### src/rtl/mbox_pkg.sv
package mbox_pkg;

  localparam int FIELD_W = 8;

  typedef enum logic [1:0] {
    HA_INBOX      = 2'd0,
    HA_OUTBOX     = 2'd1,
    HA_OUTBOX_IRQ = 2'd2,
    HA_STATUS     = 2'd3
  } host_addr_e;

  function automatic logic [31:0] pack_status(
    input logic [FIELD_W-1:0] out_cnt,
    input logic [FIELD_W-1:0] in_free,
    input logic [FIELD_W-1:0] irq_cnt
  );
    return {8'd0, irq_cnt, in_free, out_cnt};
  endfunction

endpackage

### src/rtl/mbox_fifo.sv
module mbox_fifo #(
  parameter int W = 32,
  parameter int DEPTH = 4,
  parameter bit OVERWRITE = 1'b0,
  localparam int PTR_W = (DEPTH > 1) ? $clog2(DEPTH) : 1,
  localparam int CNT_W = $clog2(DEPTH + 1)
) (
  input  logic             clk,
  input  logic             rst,
  input  logic             push,
  input  logic [W-1:0]     push_data,
  input  logic             pop,
  output logic [W-1:0]     pop_data,
  output logic [CNT_W-1:0] count,
  output logic             full,
  output logic             empty
);

  logic [W-1:0]     mem [DEPTH];
  logic [PTR_W-1:0] rd_ptr, wr_ptr, newest, wr_addr;
  logic             do_pop, do_push, do_ovw, we;

  function automatic logic [PTR_W-1:0] ptr_inc(input logic [PTR_W-1:0] p);
    return (p == PTR_W'(DEPTH - 1)) ? '0 : p + 1'b1;
  endfunction

  assign full    = (count == CNT_W'(DEPTH));
  assign empty   = (count == '0);
  assign do_pop  = pop && !empty;
  assign do_push = push && (!full || do_pop);
  assign do_ovw  = OVERWRITE && push && full && !do_pop;
  assign newest  = (wr_ptr == '0) ? PTR_W'(DEPTH - 1) : wr_ptr - 1'b1;
  assign wr_addr = do_ovw ? newest : wr_ptr;
  assign we      = do_push || do_ovw;

  // storage without reset so it can map to block RAM
  always_ff @(posedge clk) begin
    if (we) mem[wr_addr] <= push_data;
  end

  always_ff @(posedge clk) begin
    if (rst) begin
      rd_ptr   <= '0;
      wr_ptr   <= '0;
      count    <= '0;
      pop_data <= '0;
    end else begin
      if (do_push) wr_ptr <= ptr_inc(wr_ptr);
      if (do_pop) begin
        rd_ptr   <= ptr_inc(rd_ptr);
        pop_data <= mem[rd_ptr];
      end else if (pop) begin
        pop_data <= '0;
      end
      if (do_push && !do_pop)      count <= count + 1'b1;
      else if (do_pop && !do_push) count <= count - 1'b1;
    end
  end

  assert_count_bound_R4: assert property (@(posedge clk) disable iff (rst)
    count <= CNT_W'(DEPTH));

  assert_overwrite_stays_full_R7: assert property (@(posedge clk) disable iff (rst)
    (OVERWRITE && push && full && !pop) |=> full);

  assert_empty_pop_zero_R6: assert property (@(posedge clk) disable iff (rst)
    (pop && empty) |=> (pop_data == '0));

endmodule

### src/rtl/mbox_host_if.sv
module mbox_host_if
  import mbox_pkg::*;
#(
  parameter int W = 32,
  parameter int NUM_OUT = 2
) (
  input  logic               clk,
  input  logic               rst,
  input  logic               host_wr_en,
  input  logic               host_rd_en,
  input  logic [1:0]         host_addr,
  input  logic [W-1:0]       host_wdata,
  input  logic [31:0]        status_in,
  input  logic [W-1:0]       out_data [NUM_OUT],
  output logic               in_push,
  output logic [W-1:0]       in_data,
  output logic [NUM_OUT-1:0] out_pop,
  output logic [W-1:0]       host_rdata
);

  host_addr_e  sel_q;
  logic        rd_q;
  logic [31:0] status_q;

  assign in_push = host_wr_en && (host_addr_e'(host_addr) == HA_INBOX);
  assign in_data = host_wdata;

  genvar g;
  generate
    for (g = 0; g < NUM_OUT; g++) begin : g_pop
      assign out_pop[g] = host_rd_en && (host_addr == 2'(g + 1));
    end
  endgenerate

  always_ff @(posedge clk) begin
    if (rst) begin
      sel_q    <= HA_INBOX;
      rd_q     <= 1'b0;
      status_q <= '0;
    end else begin
      rd_q <= host_rd_en;
      if (host_rd_en) begin
        sel_q    <= host_addr_e'(host_addr);
        status_q <= status_in;
      end
    end
  end

  always_comb begin
    host_rdata = '0;
    if (rd_q) begin
      case (sel_q)
        HA_OUTBOX:     host_rdata = out_data[0];
        HA_OUTBOX_IRQ: host_rdata = out_data[1];
        HA_STATUS:     host_rdata = W'(status_q);
        default:       host_rdata = '0;
      endcase
    end
  end

  assert_status_top_zero_R8: assert property (@(posedge clk) disable iff (rst)
    (host_rd_en && host_addr == 2'd3) |=> (host_rdata[31:24] == 8'd0));

  assert_inbox_read_zero_R10: assert property (@(posedge clk) disable iff (rst)
    (host_rd_en && host_addr == 2'd0) |=> (host_rdata == '0));

endmodule

### src/rtl/mbox_unit.sv
module mbox_unit
  import mbox_pkg::*;
#(
  parameter int W = 32,
  parameter int IN_DEPTH = 4,
  parameter int OUT_DEPTH = 1
) (
  input  logic               clk,
  input  logic               rst,
  input  logic               core_rd_req,
  output logic               core_rd_stall,
  output logic               core_rd_valid,
  output logic [W-1:0]       core_rd_data,
  output logic [FIELD_W-1:0] core_in_avail,
  input  logic               core_wr_req,
  input  logic               core_wr_sel,
  input  logic [W-1:0]       core_wr_data,
  output logic               core_wr_stall,
  output logic [FIELD_W-1:0] core_out_free,
  output logic [FIELD_W-1:0] core_irq_free,
  input  logic               host_wr_en,
  input  logic               host_rd_en,
  input  logic [1:0]         host_addr,
  input  logic [W-1:0]       host_wdata,
  output logic [W-1:0]       host_rdata
);

  localparam int NUM_OUT = 2;
  localparam int IN_CW   = $clog2(IN_DEPTH + 1);
  localparam int OUT_CW  = $clog2(OUT_DEPTH + 1);

  logic             in_push, in_empty, in_full, in_pop;
  logic [W-1:0]     in_data;
  logic [IN_CW-1:0] in_count;

  logic [NUM_OUT-1:0] out_pop, out_push, out_full, out_empty;
  logic [W-1:0]       out_data [NUM_OUT];
  logic [OUT_CW-1:0]  out_count [NUM_OUT];
  logic [31:0]        status_w;

  // inbound: host writes, core reads; full writes replace the newest entry
  mbox_fifo #(.W(W), .DEPTH(IN_DEPTH), .OVERWRITE(1'b1)) u_inbox (
    .clk(clk), .rst(rst),
    .push(in_push), .push_data(in_data),
    .pop(in_pop), .pop_data(core_rd_data),
    .count(in_count), .full(in_full), .empty(in_empty)
  );

  assign core_rd_stall = core_rd_req && in_empty;
  assign in_pop        = core_rd_req && !in_empty;

  always_ff @(posedge clk) begin
    if (rst) core_rd_valid <= 1'b0;
    else     core_rd_valid <= in_pop;
  end

  assign core_wr_stall = core_wr_req && out_full[core_wr_sel];

  genvar g;
  generate
    for (g = 0; g < NUM_OUT; g++) begin : g_out
      assign out_push[g] = core_wr_req && (core_wr_sel == 1'(g)) && !out_full[g];

      mbox_fifo #(.W(W), .DEPTH(OUT_DEPTH), .OVERWRITE(1'b0)) u_outbox (
        .clk(clk), .rst(rst),
        .push(out_push[g]), .push_data(core_wr_data),
        .pop(out_pop[g]), .pop_data(out_data[g]),
        .count(out_count[g]), .full(out_full[g]), .empty(out_empty[g])
      );

      assert_stall_holds_full_R3: assert property (@(posedge clk) disable iff (rst)
        (core_wr_req && core_wr_sel == 1'(g) && out_full[g] && !out_pop[g]) |=> out_full[g]);

      assert_pop_releases_R9: assert property (@(posedge clk) disable iff (rst)
        (core_wr_req && core_wr_sel == 1'(g) && out_full[g] && out_pop[g]) |=> !out_full[g]);
    end
  endgenerate

  assign core_in_avail = FIELD_W'(in_count);
  assign core_out_free = FIELD_W'(OUT_DEPTH) - FIELD_W'(out_count[0]);
  assign core_irq_free = FIELD_W'(OUT_DEPTH) - FIELD_W'(out_count[1]);

  assign status_w = pack_status(FIELD_W'(out_count[0]),
                                FIELD_W'(IN_DEPTH) - FIELD_W'(in_count),
                                FIELD_W'(out_count[1]));

  mbox_host_if #(.W(W), .NUM_OUT(NUM_OUT)) u_host (
    .clk(clk), .rst(rst),
    .host_wr_en(host_wr_en), .host_rd_en(host_rd_en),
    .host_addr(host_addr), .host_wdata(host_wdata),
    .status_in(status_w), .out_data(out_data),
    .in_push(in_push), .in_data(in_data),
    .out_pop(out_pop), .host_rdata(host_rdata)
  );

  assert_rd_stall_no_data_R2: assert property (@(posedge clk) disable iff (rst)
    core_rd_stall |=> !core_rd_valid);

  assert_valid_after_accept_R1: assert property (@(posedge clk) disable iff (rst)
    (core_rd_req && !core_rd_stall) |=> core_rd_valid);

endmodule

### config.mk
export PLATFORM = sky130hd
export DESIGN_NAME = mbox_unit
export DESIGN_NICKNAME = d
export VERILOG_FILES = /design/src/rtl/mbox_pkg.sv /design/src/rtl/mbox_fifo.sv /design/src/rtl/mbox_host_if.sv /design/src/rtl/mbox_unit.sv
export SDC_FILE = /design/constraint.sdc
export NUM_CORES = 1
export LEC_CHECK = 0
export CORE_MARGIN = 2
export CORE_UTILIZATION = 29
export CTS_CLUSTER_SIZE = 12
export DETAILED_ROUTE_END_ITERATION = 6
export GPL_TIMING_DRIVEN = 1
export SYNTH_ARGS = -nofsm -noshare
export SYNTH_HDL_FRONTEND = slang
export SYNTH_HIERARCHICAL = 1
export SYNTH_SLANG_ARGS = --single-unit
### constraint.sdc
create_clock -name clk -period 12.4 [get_ports clk]
set_input_delay 2.48 -clock clk [delete_from_list [all_inputs] [get_ports clk]]
set_output_delay 2.48 -clock clk [all_outputs]
set_load 0.05 [all_outputs]
# ---- Yosys cells after proc, flatten, opt, wreduce, memory -nomap -nowiden
# Memories as Yosys holds them, arrays and structs flattened. A register that Yosys moved wholly into a read port is not among the register bits.
# Index checks and enable logic that the tools add are counted.
dict set report word_totals {
  register_bits 87
  mem_bits_rw 192
  in_bits 73
  output_inout_bits 91
  word_cells 107
  n_memories 3
}
dict set report op_classes {
  n_addsub 12
  order_cmp 1
  n_eq_ne 8
  muxes 24
  bitwise 1
  reduce_logical 47
}
# memory depth word_bits read_ports rd_ports_with_merged_regs write_ports line
set mem_list {}
lappend mem_list {u_inbox.mem 4 32 1 1 1 mbox_fifo.sv:19} ;# logic [W-1:0] mem [DEPTH];
lappend mem_list {{g_out[0].u_outbox.mem} 1 32 1 0 1 mbox_fifo.sv:19}
lappend mem_list {{g_out[1].u_outbox.mem} 1 32 1 0 1 mbox_fifo.sv:19}
# cell count
set ops {}
lappend ops {{$mux 32} 5}
lappend ops {{$pmux 32 s3} 1}
lappend ops {{$logic_and 1x1->1} 24}
lappend ops {{$mux 1} 12}
lappend ops {{$reduce_bool 2->1} 6}
lappend ops {{$eq 2x2->1 const B} 5}
lappend ops {{$logic_not 1->1} 10}
lappend ops {{$mux 2} 4}
lappend ops {{$mux 3} 2}
lappend ops {{$add 2x1->2 const B} 2}
lappend ops {{$eq 2x1->1 const B} 2}
lappend ops {{$logic_not 2->1} 2}
lappend ops {{$logic_or 1x1->1} 4}
lappend ops {{$sub 1x1->2 const A} 2}
lappend ops {{$sub 3x3->4 const A} 1}
lappend ops {{$add 3x1->3 const B} 1}
lappend ops {{$eq 3x3->1 const B} 1}
lappend ops {{$logic_not 3->1} 1}
lappend ops {{$sub 3x1->3 const B} 1}
lappend ops {{$add 1x1->1 const B} 2}
lappend ops {{$lt 1x2->1 const B} 1}
lappend ops {{$sub 1x1->1 const B} 2}
lappend ops {{$sub 2x1->2 const B} 1}
lappend ops {{$not 1->1} 1}

# ---- Depth between registers and ports, before layout
# Gate-level depths: netlist of the first run.
dict set report depth {
  ltp_word 10
  mapped_depth 11
  depth_no_buf 10
}

# ---- Modules after synthesis
# Netlist of the first run, hierarchy kept.
# module instances cells_per_inst area_each_um2 seq_area_each_um2
set by_module_without_submodules {}
lappend by_module_without_submodules {{mbox_fifo (u_inbox)} 1 296 6064.6 4664.5}
lappend by_module_without_submodules {{mbox_fifo (g_out[0].u_outbox ...)} 2 182 2392.3 1621.6}
lappend by_module_without_submodules {mbox_host_if 1 262 2371.0 700.7}
lappend by_module_without_submodules {mbox_unit 1 36 262.8 20.0}

# ---- Worst setup path after synthesis of the first run
# OpenSTA, ideal clock, no wires.
dict set report synth_timing {
  path_kind {input -> register}
  from {in core_rd_req}
  to {mem u_inbox.mem[0][0] (enable)}
  setup_ns 0.470
  t_arrival_ns 5.594
  required_ns 11.930
  path_slack_ns 6.336
  path_stages 4
  n_path_buf 0
  cell_sequence {nor2b_2 nor4b_1 nand3_1 a21boi_0}
}
dict set report synth_via {
  elab_chain_cells 7
  word_cells_on_any_way 10
  cone_classes {mux (3); reduce/logical (7)}
}
# element line
set synth_lines {}
lappend synth_lines {{from (decl)} mbox_unit.sv:10} ;# input logic core_rd_req,
lappend synth_lines {{$logic_and 1x1->1 *} mbox_unit.sv:50} ;# assign in_pop = core_rd_req && !in_empty;
lappend synth_lines {{$logic_and 1x1->1 *} mbox_fifo.sv:29} ;# assign do_pop = pop && !empty;
lappend synth_lines {{$logic_or 1x1->1 or $logic_not 1->1 (tied branches)} {mbox_fifo.sv:30, mbox_fifo.sv:31}}
lappend synth_lines {{$logic_and 1x1->1, on equally long branches} {mbox_fifo.sv:30, mbox_fifo.sv:31}}
lappend synth_lines {{$logic_or 1x1->1} mbox_fifo.sv:34} ;# assign we = do_push || do_ovw;
lappend synth_lines {{$mux 1} mbox_fifo.sv:38} ;# if (we) mem[wr_addr] <= push_data;
lappend synth_lines {{$mux 1 (not written as such)} mbox_fifo.sv:38}
lappend synth_lines {{to (decl)} mbox_fifo.sv:19}
# Mark *: on every way between the ends. The rest lies on a longest branch, timed or not.

# ---- Worst setup path after layout of the first run
dict set report layout_timing {
  from {in core_wr_sel}
  to {out core_wr_stall}
}
dict set report layout_via {
  elab_chain_cells 3
}
# element line
set layout_lines {}
lappend layout_lines {{from (decl)} mbox_unit.sv:16} ;# input logic core_wr_sel,
lappend layout_lines {{$mux 1 (not written as such) (2 in series)} mbox_unit.sv:57} ;# assign core_wr_stall = core_wr_req && out_full[core_wr_sel];
lappend layout_lines {{$logic_and 1x1->1} mbox_unit.sv:57}
lappend layout_lines {{to (decl)} mbox_unit.sv:18} ;# output logic core_wr_stall,
# No other way between the ends. The select of a mux whose other input is x is not followed.

==> flow_metrics.py, run 1 <==
metrics = {
    "global_routing": {
        "grtUsageTotal_pct": 12.5,
        "grt_pass1_wl_mm": 45.9,
        "grt_overflow": 0,
        "grt_max_degree": 66,
        "antenna_found_initial": 1,
        "grt_pass1_vias": 7713,
    },
    "cts": {
        "clock-sinks": 335,
        "htree_levels": 2,
        "insertion_delay_ns": 0.53,
        "cts_buffer_depth": 3,
        "cts_buffers": 38,
        "cts_hold_buf": 0,
        "cts_tree": "built",
        "root_buffer": "clkbuf_16",
        "clk_pin_slew_worst_paths_ns": 0.06,
        "post_cts_buffers": 0,
        "ctsResizeCount": 0,
    },
    "routing": {
        "route.detailed.drc": 0,
        "dr_total_vias": 7733,
        "drt-wirelength-per-cell_um": 17.5,
        "drtIter0Drc": 516,
        "dr.pass1.iters": 5,
        "routed_wirelength_mm": 29.8,
        "avgViaCountPerCell": 4.55,
        "antenna_left": 0,
    },
    "pwr": {
        "power_switching_uw": 621,
        "switching_share_pct": 23.9,
        "power.density_nw_per_um2": 159,
        "clockPowerShare_pct": 42.9,
        "vdd_drop_max_mv": 0.0840,
        "p_comb_share_pct": 9.2,
        "sequentialPowerShare_pct": 47.9,
        "power_mw": 2.60,
        "p_leak_nw": 5.26,
        "p_int_mw": 1.98,
    },
    "critical_path": {
        "cp-start-kind": "input port",
        "required_ns": 9.92,
        "cp_slowest_cell": "clkdlybuf4s50_1",
        "worstSetupPathType": "in2out",
        "critPathBufInv": 2,
        "end_kind": "output pin",
        "worst_path_largest_cell_delay_ns": 0.81,
        "crit_arrival_ns": 4.06,
        "cpMostUsedCell": "clkdlybuf4s50_1",
        "crit_family": "buffers and inverters",
        "cp_cell_sequence": "clkdlybuf4s50_1 > mux2i_1 > nor2b_1 > clkdlybuf4s50_1",
        "worstPathMaxFanout": 3,
    },
    "die": {
        "core_um2": 45600,
        "die_w_um": 220,
        "die_h_um": 220,
        "initial_core_util_pct": 29.6,
        "ioPinCount": 164,
        "core.rowCount": 78,
        "fp.dieArea_um2": 48200,
    },
    "cells_and_area": {
        "nets": 1151,
        "final_area_um2": 16300,
        "seq_area_um2": 8640,
        "fillers": 4382,
        "final-instance-count-excl-fill": 1701,
        "syn2layout_area_growth_pct": 21.3,
        "drive_gt1_share_pct": 15.3,
        "final_util_pct": 35.9,
        "multi_input_area_um2": 4110,
        "antenna_cells": 0,
    },
    "outcome": {
        "outcome": "completed",
    },
    "placed_design": {
        "portBuffers": 144,
        "dp_cells": 1632,
        "gp_congestion": 0.717,
        "dpl.hpwl_mm": 17.3,
        "placed_cell_area_um2": 15100,
    },
    "timing": {
        "period_share_pct": 52.7,
        "relSlewSlack_pct": 29.5,
        "hold_viol": 0,
        "grt_setup_unrepaired": "no",
        "tns_ns": 0,
        "setup_viol": 0,
        "period_minus_slack_ns": 6.54,
        "fmax_mhz": 153,
        "tightest_slew_ns": 1.06,
        "fin_skew_ns": 0.0146,
        "drv_slew": 0,
    },
    "worst_hold_path": {
        "hp-class": "reg2reg",
    },
    "yosys": {
        "syn_avg_cell_area_um2": 14.1,
        "yosys_warnings": 6,
        "synthCells": 955,
        "syn_area_um2": 13500,
    },
    "flow_run": {
        "maxCapViolCount": 0,
    },
}
[power by group through the flow]
stage	registers (mW)	logic, mW	clock network, mW
floorplan	1.28	0.158	0
global placement	1.27	0.239	0
detailed placement	1.27	0.242	0
CTS	1.25	0.243	1.15
global route	1.25	0.257	1.20
finish	1.25	0.239	1.12
[worst reg2reg max path: stages (launching register included)]
cell     delay (ns)
dfxtp_1        0.46
nor3_1         0.31
nor2b_2        0.14
nor4b_1        0.53
and3_1         0.26
o21a_1         0.69
buf_4          0.44
[stage by stage]
step | worst slack, ns | hold slack, ns
floorplan | 6.34 | 0.443
global placement | 5.86 | 0.454
detailed placement | 5.86 | 0.455
CTS | 5.85 | 0.467
global route | 5.81 | 0.480
finish | 5.86 | 0.467
[registers in the layout, summed over array words and instances, names as in the netlist, named ones only]
name / flops
u_host/status_q: 32
u_inbox/mem: 128
core_rd_valid: 1
u_inbox/rd_ptr: 2
u_inbox/count: 3
u_host/rd_q: 1
u_inbox/wr_ptr: 2
u_inbox/pop_data: 32
g_out.u_outbox/count: 2
u_host/sel_q: 2
g_out.u_outbox/pop_data: 64
g_out.u_outbox/mem: 64
[final timing paths]
check / start / to / slack [ns] / cells past startpoint
max: core_wr_sel / core_wr_stall / 5.86 / 4
min: g_out[0].u_outbox/pop_data[13]$_SDFFE_PP0P_ / g_out[0].u_outbox/pop_data[13]$_SDFFE_PP0P_ / 0.47 / 2
max reg2reg: u_inbox/count[0]$_SDFFE_PP0P_ / u_inbox/mem[1][24]$_DFFE_PP_ / 9.24 / 6
min reg2reg: g_out[0].u_outbox/pop_data[13]$_SDFFE_PP0P_ / g_out[0].u_outbox/pop_data[13]$_SDFFE_PP0P_ / 0.47 / 2
[routing by layer]
layer | GRT usage [%] | vias up | wire (um)
met5 | 0 | - | 11
met4 | 3.33 | 2 | 547
met3 | 4.04 | 46 | 2280
met2 | 19.6 | 205 | 13600
met1 | 16.5 | 3809 | 13400
li1 | - | 3671 | -
[placed cells by master (no fill, tap or decap), types with 2 or more instances in the layout]
cell type	instances
nor2b_1	4
inv_1	10
and2_2	2
a22o_1	32
a211oi_1	22
nand3_1	48
dfxtp_1	138
and2_1	2
buf_4	17
clkinv_2	3
mux2i_1	68
bufinv_16	3
conb_1	41
nand3_2	20
clkbuf_8	5
nand2b_1	68
o21a_1	3
o31ai_1	2
or3_1	3
a211oi_2	10
nor3b_1	2
edfxtp_1	192
ha_1	5
dfxtp_2	4
a21oi_1	81
nor3_1	5
nand2_1	3
clkinv_8	2
nor2_2	2
clkdlybuf4s50_1	142
clkinv_1	2
a21boi_4	2
mux4_2	32
nor2_1	37
clkbuf_16	39
xor2_1	3
a21oi_2	20
clkbuf_1	14
[final cells by class]
type,instances,area share [%]
sequential,335,52.9
multi-input combinational,527,25.2
timing repair buffer,160,9.51
clock buffer,58,6.71
tap,600,4.59
clock inverter,11,0.942
inverter,10,0.230
Power figures use the tool's default switching activity.
==> run 2: changes to the inputs <==
- clock period: 12.4 -> 6.55 ns (I/O delays scaled with it)
==> flow_metrics.py, run 2 (same netlist as run 1, synthesis figures left out) <==
metrics = {
    "global_routing": {
        "grt_pass1_wl_mm": 45.3,
        "gr-usage-met1_pct": 16.1,
        "met2_usage_pct": 19.7,
        "antenna_found_initial": 1,
        "grtUsageTotal_pct": 12.2,
        "grt_max_degree": 66,
        "grt_pass1_vias": 7873,
        "grt_busiest_layer": "met2",
        "grt_overflow": 0,
        "gr-usage-met3_pct": 3.45,
    },
    "routing": {
        "dr_total_vias": 7748,
        "avgViaCountPerCell": 4.56,
        "dr.pass1.iters": 4,
        "drt-wirelength-per-cell_um": 17.3,
        "drtIter0Drc": 547,
        "routed_wirelength_mm": 29.4,
        "antenna_left": 0,
        "route.detailed.drc": 0,
    },
    "pwr": {
        "power.density_nw_per_um2": 295,
        "vdd_drop_max_mv": 0.225,
        "p_leak_nw": 5.22,
    },
    "cts": {
        "htree_levels": 2,
        "ctsResizeCount": 0,
        "post_cts_buffers": 0,
        "cts_hold_buf": 0,
        "insertion_delay_ns": 0.55,
        "cts_tree": "built",
        "clock-sinks": 335,
        "cts_buffers": 38,
        "cts_buffer_depth": 3,
        "clk_pin_slew_worst_paths_ns": 0.05,
        "root_buffer": "clkbuf_16",
    },
    "critical_path": {
        "rr_endpoint": "u_inbox/mem[3][5]$_DFFE_PP_",
        "cp-start-kind": "register",
        "end_kind": "output pin",
        "regToRegSetupSlack_ns": 3.15,
        "r2r_cells": 6,
        "timing.rr.start": "u_inbox/count[0]$_SDFFE_PP0P_",
        "worstPathMaxFanout": 65,
        "crit_arrival_ns": 3.19,
        "required_ns": 5.24,
        "worstSetupPathType": "reg2out",
        "startpoint": "u_host/sel_q[0]$_SDFFE_PP0P_",
    },
    "die": {
        "ioPinCount": 164,
        "die_h_um": 220,
        "fp.dieArea_um2": 48200,
        "initial_core_util_pct": 29.6,
        "core.rowCount": 78,
        "core_um2": 45600,
        "die_w_um": 220,
    },
    "worst_hold_path": {
        "hold_end": "g_out[1].u_outbox/pop_data[12]$_SDFFE_PP0P_",
        "hp-class": "reg2reg",
        "whs_path_depth": 2,
        "worstHoldStart": "g_out[1].u_outbox/pop_data[12]$_SDFFE_PP0P_",
    },
    "timing": {
        "tightest_slew_ns": 1.09,
        "hold_viol": 0,
        "drv_slew": 0,
        "setup_viol": 0,
        "period_share_pct": 68.7,
        "tns_ns": 0,
        "fmax_mhz": 222,
        "fin_skew_ns": 0.0224,
        "fin_ws_ns": 2.05,
        "grt_setup_unrepaired": "no",
        "relSlewSlack_pct": 27.5,
        "period_minus_slack_ns": 4.50,
    },
    "placed_design": {
        "gp_congestion": 0.729,
        "dpl.hpwl_mm": 18.1,
        "portBuffers": 144,
        "place_ws_ns": 2.03,
    },
    "cells_and_area": {
        "reg_top3": "u_inbox/mem: 128 flops, g_out.u_outbox/mem: 64 flops, g_out.u_outbox/pop_data: 64 flops",
        "largest_reg_flops": 128,
        "regMostFlops": "u_inbox/mem",
        "multi_input_area_um2": 4110,
        "nets": 1149,
        "fillers": 4340,
        "syn2layout_area_growth_pct": 20.6,
        "antenna_cells": 0,
        "final_cell_mix": "edfxtp_1 (192), clkdlybuf4s50_1 (142), dfxtp_1 (138)",
        "seq_area_um2": 8640,
        "final_common_cell": "edfxtp_1",
        "drive_gt1_share_pct": 15.0,
    },
    "flow_run": {
        "maxCapViolCount": 0,
    },
    "outcome": {
        "outcome": "completed",
    },
}
run 2: cell types whose count changed in the layout (fill, tap and decap cells not counted):
cell       delta
buf_4         -2
inv_16        +1
clkinv_16     +1
inv_4         +1
clkbuf_16     -1
clkinv_1      +1
clkbuf_8      -1
bufinv_16     -3
inv_6         +1
clkinv_8      -2
clkinv_4      -1
clkbuf_1      +1
clkinv_2      +3
run 2: report_power, final:
part / internal, mW / switching, mW
registers: 2.30 / 0.0654
logic: 0.174 / 0.275
clock network: 1.14 / 0.838
run 2: through the flow:
step	util [%]	instances	hold WS, ns	cell area [um2]	power (mW)
4_1_cts	35.6	1700	0.467	16200	4.85
3_5_place_dp	33.1	1630	0.457	15100	2.86
2_1_floorplan	-	995	0.443	13600	2.72
5_1_grt	35.6	1700	0.482	16200	4.98
6_report	35.6	1700	0.465	16200	4.78
3_3_place_gp	33.1	1630	0.453	15100	2.85
run 2: how the worst max path moves through the flow:
stage                                                       end  slack [ns]  cells after the start
after floorplan                     u_inbox/mem[0][0]$_DFFE_PP_        1.66                      4
after global placement    g_out[1].u_outbox/mem[0][9]$_DFFE_PP_        2.10                      6
after detailed placement  g_out[1].u_outbox/mem[0][6]$_DFFE_PP_        2.03                      6
after CTS                                         host_rdata[5]        2.06                      4
after global routing                              host_rdata[7]        1.92                      4
final                                            host_rdata[12]        2.05                      3
run 2: per-layer routing:
metal  vias up  share of wire [%]
li1       3677                  -
met1      3812                 45
met2       218                 46
met3        39                7.6
met4         2                1.4
met5         -              0.054
run 2: critical path, cell delays in order (launching register included):
cell             delay, ns
dfxtp_4               1.00
mux2i_1               0.17
a211oi_1              0.52
clkdlybuf4s50_1       0.92
run 2: cell type report:
cell class              count  area share (%)
clock inverters            13           0.655
repair buffers            158            9.47
multi-input cells         527            25.3
well taps                 600            4.62
flip-flops and latches    335            53.2
clock buffers              57            6.54
inverters                  10           0.231
==> run 3: changes to the inputs <==
- clock period: 6.55 -> 4.4 ns (I/O delays scaled with it)
==> flow_metrics.py, run 3 (same netlist as run 1, synthesis figures left out) <==
metrics = {
    "critical_path": {
        "r2r_cells": 6,
        "crit_arrival_ns": 2.91,
        "cp-start-kind": "register",
        "worstPathMaxFanout": 38,
        "end_kind": "output pin",
        "required_ns": 3.52,
        "cp_cell_sequence": "buf_12 > a21oi_1 > a211oi_1 > clkdlybuf4s50_1",
        "cp_slowest_cell": "clkdlybuf4s50_1",
        "worst_path_largest_cell_delay_ns": 0.88,
        "worstSetupPathType": "reg2out",
    },
    "cts": {
        "post_cts_buffers": 0,
        "root_buffer": "clkbuf_16",
        "cts_tree": "built",
        "insertion_delay_ns": 0.54,
        "htree_levels": 2,
        "cts_buffers": 38,
        "ctsResizeCount": 0,
        "clk_pin_slew_worst_paths_ns": 0.06,
        "cts_buffer_depth": 3,
        "cts_hold_buf": 0,
        "clock-sinks": 335,
    },
    "routing": {
        "route.detailed.drc": 0,
        "routed_wirelength_mm": 29.7,
        "drt-wirelength-per-cell_um": 17.4,
        "avgViaCountPerCell": 4.56,
        "drtIter0Drc": 445,
        "antenna_left": 0,
        "dr_total_vias": 7773,
        "dr.pass1.iters": 5,
    },
    "timing": {
        "fmax_mhz": 264,
        "hold_viol": 0,
        "tightest_slew_ns": 1.03,
        "period_share_pct": 86.1,
        "setup_viol": 0,
        "drv_slew": 0,
        "grt_setup_unrepaired": "no",
        "fin_skew_ns": 0.0166,
        "tns_ns": 0,
        "relSlewSlack_pct": 31.3,
        "period_minus_slack_ns": 3.79,
    },
    "worst_hold_path": {
        "hp-class": "reg2reg",
        "whs_path_depth": 2,
    },
    "global_routing": {
        "grt_max_degree": 65,
        "met2_usage_pct": 18.6,
        "grt_busiest_layer": "met2",
        "antenna_found_initial": 1,
        "grt_pass1_vias": 7687,
        "gr-usage-met3_pct": 3.06,
        "grt_pass1_wl_mm": 45.1,
        "gr-usage-met1_pct": 17.2,
        "grtUsageTotal_pct": 12.2,
        "grt_overflow": 0,
    },
    "die": {
        "initial_core_util_pct": 29.6,
        "die_w_um": 220,
        "fp.dieArea_um2": 48200,
        "die_h_um": 220,
        "core.rowCount": 78,
        "core_um2": 45600,
        "ioPinCount": 164,
    },
    "pwr": {
        "sequentialPowerShare_pct": 48.3,
        "p_int_mw": 5.47,
        "p_comb_share_pct": 9.7,
        "switching_share_pct": 24.4,
        "vdd_drop_max_mv": 0.282,
        "p_leak_nw": 5.26,
        "power_switching_mw": 1.77,
        "power.density_nw_per_um2": 443,
        "clockPowerShare_pct": 42.0,
    },
    "cells_and_area": {
        "reg_top3": "u_inbox/mem: 128 flops, g_out.u_outbox/mem: 64 flops, g_out.u_outbox/pop_data: 64 flops",
        "final_cell_mix": "edfxtp_1 (192), clkdlybuf4s50_1 (142), dfxtp_1 (138)",
        "regMostFlops": "u_inbox/mem",
        "syn2layout_area_growth_pct": 21.4,
        "final_common_cell": "edfxtp_1",
        "nets": 1155,
        "antenna_cells": 0,
        "fillers": 4349,
        "final_area_um2": 16300,
        "drive_gt1_share_pct": 15.6,
        "largest_reg_flops": 128,
    },
    "placed_design": {
        "portBuffers": 144,
        "dpl.hpwl_mm": 17.8,
        "placed_cell_area_um2": 15100,
        "gp_congestion": 0.724,
    },
    "outcome": {
        "outcome": "completed",
    },
    "flow_run": {
        "maxCapViolCount": 0,
    },
}
run 3: metrics by stage:
stage,std cells,setup slack (ns),hold WS (ns),util [%],power (mW)
global placement,1636,0.941,0.454,33.2,4.26
floorplan,995,0.465,0.443,-,4.05
CTS,1706,0.537,0.470,35.9,7.35
global route,1706,0.500,0.478,35.9,7.53
finish,1706,0.611,0.467,35.9,7.24
detailed placement,1636,0.920,0.459,33.2,4.27
run 3: cell type report:
cell class,instances,area [um2],share of cell area (%)
Clock buffer,52,1040,6.39
Inverter,10,37.5,0.230
Multi-Input combinational cell,527,4110,25.2
Timing Repair Buffer,164,1610,9.84
Tap cell,600,751,4.59
Sequential cell,335,8640,52.8
Clock inverter,18,154,0.941
run 3: worst paths after layout:
path	start	endpoint	slack [ns]
worst max register to register	u_inbox/count[2]$_SDFFE_PP0P_	u_inbox/mem[3][25]$_DFFE_PP_	1.48
worst min-delay path	g_out[0].u_outbox/pop_data[0]$_SDFFE_PP0P_	g_out[0].u_outbox/pop_data[0]$_SDFFE_PP0P_	0.47
worst max-delay path	u_host/sel_q[1]$_SDFFE_PP0P_	host_rdata[10]	0.61
worst min register to register	g_out[0].u_outbox/pop_data[0]$_SDFFE_PP0P_	g_out[0].u_outbox/pop_data[0]$_SDFFE_PP0P_	0.47
run 3: worst max-delay path, delay by kind of cell (launching register included):
family,cells,cell delay (ns)
buffers and inverters,2,1.17
flip-flops,1,0.74
AO/OA/AOI/OAI,2,0.41
run 3: layer usage:
metal / share of wire [%] / up-vias
met5: 0.044 / -
met4: 2.1 / 2
met3: 6.5 / 47
met2: 44 / 226
met1: 47 / 3808
li1: - / 3690
run 3: power by group through the flow:
stage	logic [mW]	registers (mW)	clock network [mW]
final	0.700	3.50	3.04
after global routing	0.752	3.51	3.26
after CTS	0.710	3.50	3.14
after floorplan	0.446	3.61	0
after global placement	0.698	3.56	0
after detailed placement	0.707	3.57	0
